--- config.mk ---
export PLATFORM = sky130hd
export DESIGN_NAME = fifo_budget_limiter
export DESIGN_NICKNAME = d
export VERILOG_FILES = /design/src/rtl/fbl_pkg.sv /design/src/rtl/fbl_cap_decode.sv /design/src/rtl/fbl_class_ctr.sv /design/src/rtl/fbl_cfg_check.sv /design/src/rtl/fifo_budget_limiter.sv
export SDC_FILE = /design/constraint.sdc
export NUM_CORES = 1
export LEC_CHECK = 0
export ABC_AREA = 1
export CORE_ASPECT_RATIO = 1.5
export CORE_MARGIN = 4
export CORE_UTILIZATION = 51
export DETAILED_ROUTE_END_ITERATION = 10
export HOLD_SLACK_MARGIN = 0.02
export PLACE_DENSITY = 0.83
export SLEW_MARGIN = 20
export SYNTH_ARGS = -nofsm -noshare
export SYNTH_HDL_FRONTEND = slang
export SYNTH_SLANG_ARGS = --single-unit
--- constraint.sdc ---
create_clock -name clk -period 3.1 [get_ports clk]
set_input_delay 0.93 -clock clk [delete_from_list [all_inputs] [get_ports clk]]
set_output_delay 0.93 -clock clk [all_outputs]
set_load 0.05 [all_outputs]
--- src/rtl/fbl_pkg.sv ---
package fbl_pkg;
  typedef enum logic [1:0] {
    BUD_OPEN     = 2'd0,
    BUD_LO_HEAVY = 2'd1,
    BUD_HI_HEAVY = 2'd2,
    BUD_EVEN     = 2'd3
  } budget_e;

  localparam int CLS_HI = 0;
  localparam int CLS_LO = 1;
  localparam int NUM_CLS = 2;
endpackage

--- src/rtl/fbl_cap_decode.sv ---
module fbl_cap_decode
  import fbl_pkg::*;
#(
  parameter int DEPTH = 64,
  parameter int CNT_W = $clog2(DEPTH + 1)
) (
  input  logic [1:0]                      code_i,
  output logic [NUM_CLS-1:0][CNT_W-1:0]   cap_o
);
  localparam logic [CNT_W-1:0] QTR  = CNT_W'(DEPTH / 4);
  localparam logic [CNT_W-1:0] HALF = CNT_W'(DEPTH / 2);
  localparam logic [CNT_W-1:0] TQTR = CNT_W'((DEPTH / 4) * 3);
  localparam logic [CNT_W-1:0] FULL = CNT_W'(DEPTH);

  always_comb begin
    case (budget_e'(code_i))
      BUD_LO_HEAVY: begin
        cap_o[CLS_HI] = QTR;
        cap_o[CLS_LO] = TQTR;
      end
      BUD_HI_HEAVY: begin
        cap_o[CLS_HI] = TQTR;
        cap_o[CLS_LO] = QTR;
      end
      BUD_EVEN: begin
        cap_o[CLS_HI] = HALF;
        cap_o[CLS_LO] = HALF;
      end
      default: begin
        cap_o[CLS_HI] = FULL;
        cap_o[CLS_LO] = FULL;
      end
    endcase
  end
endmodule

--- src/rtl/fbl_class_ctr.sv ---
module fbl_class_ctr #(
  parameter int CNT_W = 7
) (
  input  logic             clk,
  input  logic             rst_n,
  input  logic [CNT_W-1:0] cap_i,
  input  logic             valid_i,
  input  logic             release_i,
  output logic             ready_o,
  output logic [CNT_W-1:0] count_o
);
  logic [CNT_W-1:0] cnt_q;
  logic             take;
  logic             give;

  assign ready_o = (cnt_q < cap_i);
  assign take    = valid_i & ready_o;
  assign give    = release_i & (cnt_q != '0);
  assign count_o = cnt_q;

  always_ff @(posedge clk or negedge rst_n) begin
    if (!rst_n) begin
      cnt_q <= '0;
    end else if (take && release_i) begin
      cnt_q <= cnt_q;
    end else if (take) begin
      cnt_q <= cnt_q + 1'b1;
    end else if (give) begin
      cnt_q <= cnt_q - 1'b1;
    end
  end
endmodule

--- src/rtl/fbl_cfg_check.sv ---
module fbl_cfg_check
  import fbl_pkg::*;
#(
  parameter int CNT_W  = 7,
  parameter int MAXD_W = 6,
  parameter int CH_W   = 4
) (
  input  logic                            clk,
  input  logic                            rst_n,
  input  logic [NUM_CLS-1:0][CNT_W-1:0]   cap_i,
  input  logic [MAXD_W-1:0]               max_depth_i,
  input  logic [NUM_CLS-1:0][CH_W-1:0]    active_i,
  input  logic                            update_i,
  input  logic                            clear_i,
  output logic                            err_o
);
  localparam int NEED_W = MAXD_W + 1 + CH_W;
  localparam int CMP_W  = (NEED_W > CNT_W) ? NEED_W : CNT_W;

  logic [CMP_W-1:0]   per_chan;
  logic [NUM_CLS-1:0] over;
  logic               err_q;

  assign per_chan = CMP_W'(max_depth_i) + CMP_W'(1);

  for (genvar c = 0; c < NUM_CLS; c++) begin : g_need
    logic [CMP_W-1:0] need;
    assign need    = per_chan * CMP_W'(active_i[c]);
    assign over[c] = need > CMP_W'(cap_i[c]);
  end

  always_ff @(posedge clk or negedge rst_n) begin
    if (!rst_n) begin
      err_q <= 1'b0;
    end else if (update_i && (over != '0)) begin
      err_q <= 1'b1;
    end else if (clear_i) begin
      err_q <= 1'b0;
    end
  end

  assign err_o = err_q;
endmodule

--- src/rtl/fifo_budget_limiter.sv ---
module fifo_budget_limiter
  import fbl_pkg::*;
#(
  parameter int DEPTH  = 64,
  parameter int MAXD_W = 6,
  parameter int CH_W   = 4,
  localparam int CNT_W = $clog2(DEPTH + 1)
) (
  input  logic              clk,
  input  logic              rst_n,
  input  logic [1:0]        budget_code,
  input  logic              hi_alloc_valid,
  output logic              hi_alloc_ready,
  input  logic              hi_release,
  output logic [CNT_W-1:0]  hi_count,
  input  logic              lo_alloc_valid,
  output logic              lo_alloc_ready,
  input  logic              lo_release,
  output logic [CNT_W-1:0]  lo_count,
  input  logic [MAXD_W-1:0] cfg_max_depth,
  input  logic [CH_W-1:0]   cfg_hi_active,
  input  logic [CH_W-1:0]   cfg_lo_active,
  input  logic              cfg_update,
  input  logic              err_clear,
  output logic              cfg_err
);
  logic [NUM_CLS-1:0][CNT_W-1:0] caps;
  logic [NUM_CLS-1:0][CNT_W-1:0] counts;
  logic [NUM_CLS-1:0]            valids;
  logic [NUM_CLS-1:0]            releases;
  logic [NUM_CLS-1:0]            readies;
  logic [NUM_CLS-1:0][CH_W-1:0]  actives;

  assign valids[CLS_HI]   = hi_alloc_valid;
  assign valids[CLS_LO]   = lo_alloc_valid;
  assign releases[CLS_HI] = hi_release;
  assign releases[CLS_LO] = lo_release;
  assign actives[CLS_HI]  = cfg_hi_active;
  assign actives[CLS_LO]  = cfg_lo_active;

  fbl_cap_decode #(.DEPTH(DEPTH), .CNT_W(CNT_W)) cap_i (
    .code_i (budget_code),
    .cap_o  (caps)
  );

  for (genvar c = 0; c < NUM_CLS; c++) begin : g_cls
    fbl_class_ctr #(.CNT_W(CNT_W)) ctr_i (
      .clk       (clk),
      .rst_n     (rst_n),
      .cap_i     (caps[c]),
      .valid_i   (valids[c]),
      .release_i (releases[c]),
      .ready_o   (readies[c]),
      .count_o   (counts[c])
    );
  end

  fbl_cfg_check #(.CNT_W(CNT_W), .MAXD_W(MAXD_W), .CH_W(CH_W)) chk_cfg_i (
    .clk         (clk),
    .rst_n       (rst_n),
    .cap_i       (caps),
    .max_depth_i (cfg_max_depth),
    .active_i    (actives),
    .update_i    (cfg_update),
    .clear_i     (err_clear),
    .err_o       (cfg_err)
  );

  assign hi_alloc_ready = readies[CLS_HI];
  assign lo_alloc_ready = readies[CLS_LO];
  assign hi_count       = counts[CLS_HI];
  assign lo_count       = counts[CLS_LO];
endmodule

==> results by group <==
Finish
  • Area delta synth->final: 55.90%
  • Commonest non-fill, non-tap cell in the layout: nand2_1
  • Layout cell share with drive strength beyond 1: approximately a third
  • Most frequent cells in the layout: 103 x nand2_1, 96 x buf_4, 86 x inv_1
  • Final net count: 721
  • Finished Layout Cells: roughly 690
  • N_diodes: 0

CTS
  • Depth of the CTS H-tree: 1
  • Num CTS Buffers: 3
  • Worst-skew pair later-pin latency: 260 ps
  • CTS Buffer Depth: 2
  • CTS Hold Bufs: 0
  • CTS tree: yes
  • Worst-path clk slew: around 60 ps
  • Sink Count: 15
  • Clock root buffer: clkbuf_8

GRT
  • Global-route wire length before repair: between 15 and 20 mm
  • Met3 usage: 1.431%
  • Busiest grt layer: met2
  • Total grt overflow: 0
  • GRT Overall Usage: around 25%
  • Largest net degree at the start of global routing: 16
  • Vias in the first global route: a little under 4000
  • GR Layer Usage met2: 51.41%
  • Antenna violations before repair: 0
  • Met1 Use GR: ~23%

Worst hold path
  • Worst Hold Endpoint: chk_cfg_i.err_o
  • Hold Crit Start: chk_cfg_i.err_o
  • Worst hold stages: 2
  • Worst min path class: register to register

Worst setup path
  • Crit. Startpoint: cfg_max_depth[0]
  • Worst Setup End Kind: register
  • FF-to-FF End: g_cls[0].ctr_i.count_o[6]
  • CP Launch Type: input port
  • CP max FO: 5
  • Worst reg2reg path startpoint: g_cls[0].ctr_i.count_o[6]
  • Crit path DAT: 4440 ps
  • CP Class: input port to register
  • Flop-to-flop setup slack: around 630 ps
  • Worst Path Required: about 3300 ps
  • Worst R2R Path Depth: 13

Routing
  • Initial DRC count: 189
  • Routed vias: 3685
  • # DRC: 0
  • Drt pass-1 iters: 5
  • Final wirelength: approximately 11 mm
  • Routed wire per std cell: 15.58 um
  • ANT nets after route: 0
  • Via density: roughly 5.3

Power and ir drop
  • LEAKAGE: 2.762 nW
  • Peak VDD IR: about 0.39 mV
  • Pwr dens: slightly above 800 nW/um2

Synth
  • Synth warnings: 0
  • Synthesized area: about 3200 um2
  • Cells after synthesis: roughly 480
  • Syn Area/Cell: ~6.8 um2
  • Register area share after synthesis: between 10 and 15%
  • Syn Nets: 578
  • Seq cells post-synth: 15
  • Synth cell types: 27

STA
  • Skew final: around 0.77 ps
  • Slew @ Worst Pin: between 700 and 800 ps
  • Slew headroom: approximately 48%
  • Hold Fails Final Rpt: 0
  • Post-layout min period: between 4000 and 5000 ps
  • Unrepaired setup endpoints after global routing: yes
  • Fmax: 0.2331 GHz
  • Setup WS post-layout: -1190 ps
  • Fin. max-slew vios: 0
  • Final Cycle Share: 138.4%
  • # setup viols final: 2

Run status
  • Violated checks: setup timing
  • Status: finished, violations left

Placed design
  • DPL Wire Length: roughly 7.5 mm
  • RePlAce Congestion: about 0.89
  • Placed cell count: 669
  • Dpl ws: -2033 ps
  • Number of buffers added on ports: 40

Floorplanning
  • Die height: 105.7 um
  • Initial core utilization: between 50% and 60%
  • Die ar.: 7731 um2
  • IO Count: slightly above 40
  • Cell Rows: 35
  • Core box area: around 6000 um2
  • Die X: about 73 um

Job
  • Max-cap viol count: 0
==> worst max-delay path by stage <==
stage                                  to  cells past startpoint
after detailed placement  chk_cfg_i.err_o                     23
final                     chk_cfg_i.err_o                     27
after global placement    chk_cfg_i.err_o                     23
after global routing      chk_cfg_i.err_o                     25
after CTS                 chk_cfg_i.err_o                     24
after floorplan           chk_cfg_i.err_o                     22
==> cell usage after synthesis <==
master	instances	area [um2]
buf_6	2	22.52
inv_2	1	3.750
a31oi_1	2	12.51
nor3_1	1	5.000
nand3b_4	2	40.04
ha_1	55	688.2
o21ai_1	8	40.04
nand3_1	34	170.2
a21o_1	3	22.52
o21ai_0	2	10.01
o211ai_2	2	25.02
clkbuf_1	1	3.750
nor2_1	61	229.0
dfrtp_1	15	375.4
o21a_1	1	7.510
nand2_1	119	446.7
a21oi_1	14	70.07
nand4_1	4	25.02
xor2_1	15	131.4
fa_1	22	440.4
o21bai_1	2	15.01
nand3b_1	2	15.01
inv_1	99	371.6
o21ai_2	2	17.52
nand3_2	2	20.02
nor2_2	2	12.51
or2_2	4	25.02
==> critical path, stage by stage <==
cell and delay (ps):
buf_8 90, ha_4 170, buf_6 100, nand3_4 80, nor2_4 120, inv_2 50
nand2_4 100, nor2_4 40, fa_1 500, inv_1 50, fa_1 500, inv_2 50
ha_4 240, nand2_4 80, nand3_4 90, xor2_2 180, ha_1 330, nand2_2 70
inv_2 30, nor3_2 150, nor2_1 50, nor2_1 80, nand2_1 60, nor2_1 90
nand3_1 80, nand2_1 60, nand2_1 40
==> report_power, final <==
group	switching, mW	leakage [nW]	total [mW]	internal, mW
Combinational	1.92	2.56	3.51	1.60
Sequential	0.151	0.177	0.451	0.300
Clock	0.0779	0.0228	0.169	0.0915
Total	2.15	2.76	4.13	1.99
==> repair_timing <==
item | 4_1_cts | 5_1_grt
setup endpoints to repair | 13 | 6
buffers inserted | 11 | 11
pin swaps | 27 | 46
gates resized for setup | 50 | 60
==> cell type report <==
| cell class | instances | area (um2) |
|---|---|---|
| fill | 360 | 1115 |
| sequential | 15 | 375.4 |
| clock buffer | 4 | 45.04 |
| inverter | 100 | 390.4 |
| tap | 74 | 92.59 |
| timing repair buffer | 141 | 1217 |
| multi-input combinational | 359 | 2939 |
==> metal layers <==
| metal | vias to the layer above | routed length, um |
|---|---|---|
| met3 | 63 | 420 |
| met2 | 142 | 6135 |
| met1 | 1723 | 3569 |
| li1 | 1757 | - |
| met4 | 0 | 671 |
| met5 | - | 0 |
==> kinds of logic (layout without fill, tap and decap cells) <==
kind of cell / count (synthesis) / after routing / share of synthesized area [%]
AND/OR/NAND/NOR: 231 / 231 / 30.45
flip-flops: 15 / 15 / 11.57
XOR/XNOR: 15 / 15 / 4.048
buffers and inverters: 103 / 245 / 12.37
AO/OA/AOI/OAI: 36 / 36 / 6.785
adder cells (fa/ha/maj): 77 / 77 / 34.77
==> state kept, by name, summed over array words and instances (netlist names) <==
name,count
chk_cfg_i.err_o,1
g_cls.ctr_i.count_o,14
==> stage by stage <==
| step | total power [mW] | TNS (ps) | cell area, um2 | util (%) | hold slack [ps] |
|---|---|---|---|---|---|
| floorplan | 2.344 | -1069 | 3472 | - | 634.4 |
| CTS | 3.668 | -1272 | 4753 | 76.98 | 508.4 |
| detailed placement | 3.445 | -8996 | 4557 | 73.80 | 501.5 |
| global route | 4.453 | -1700 | 5060 | 81.95 | 542.7 |
| finish | 4.132 | -1194 | 5060 | 81.95 | 528.2 |
| global placement | 3.275 | -7675 | 4557 | 73.80 | 503.8 |
Power figures use the tool's default switching activity.
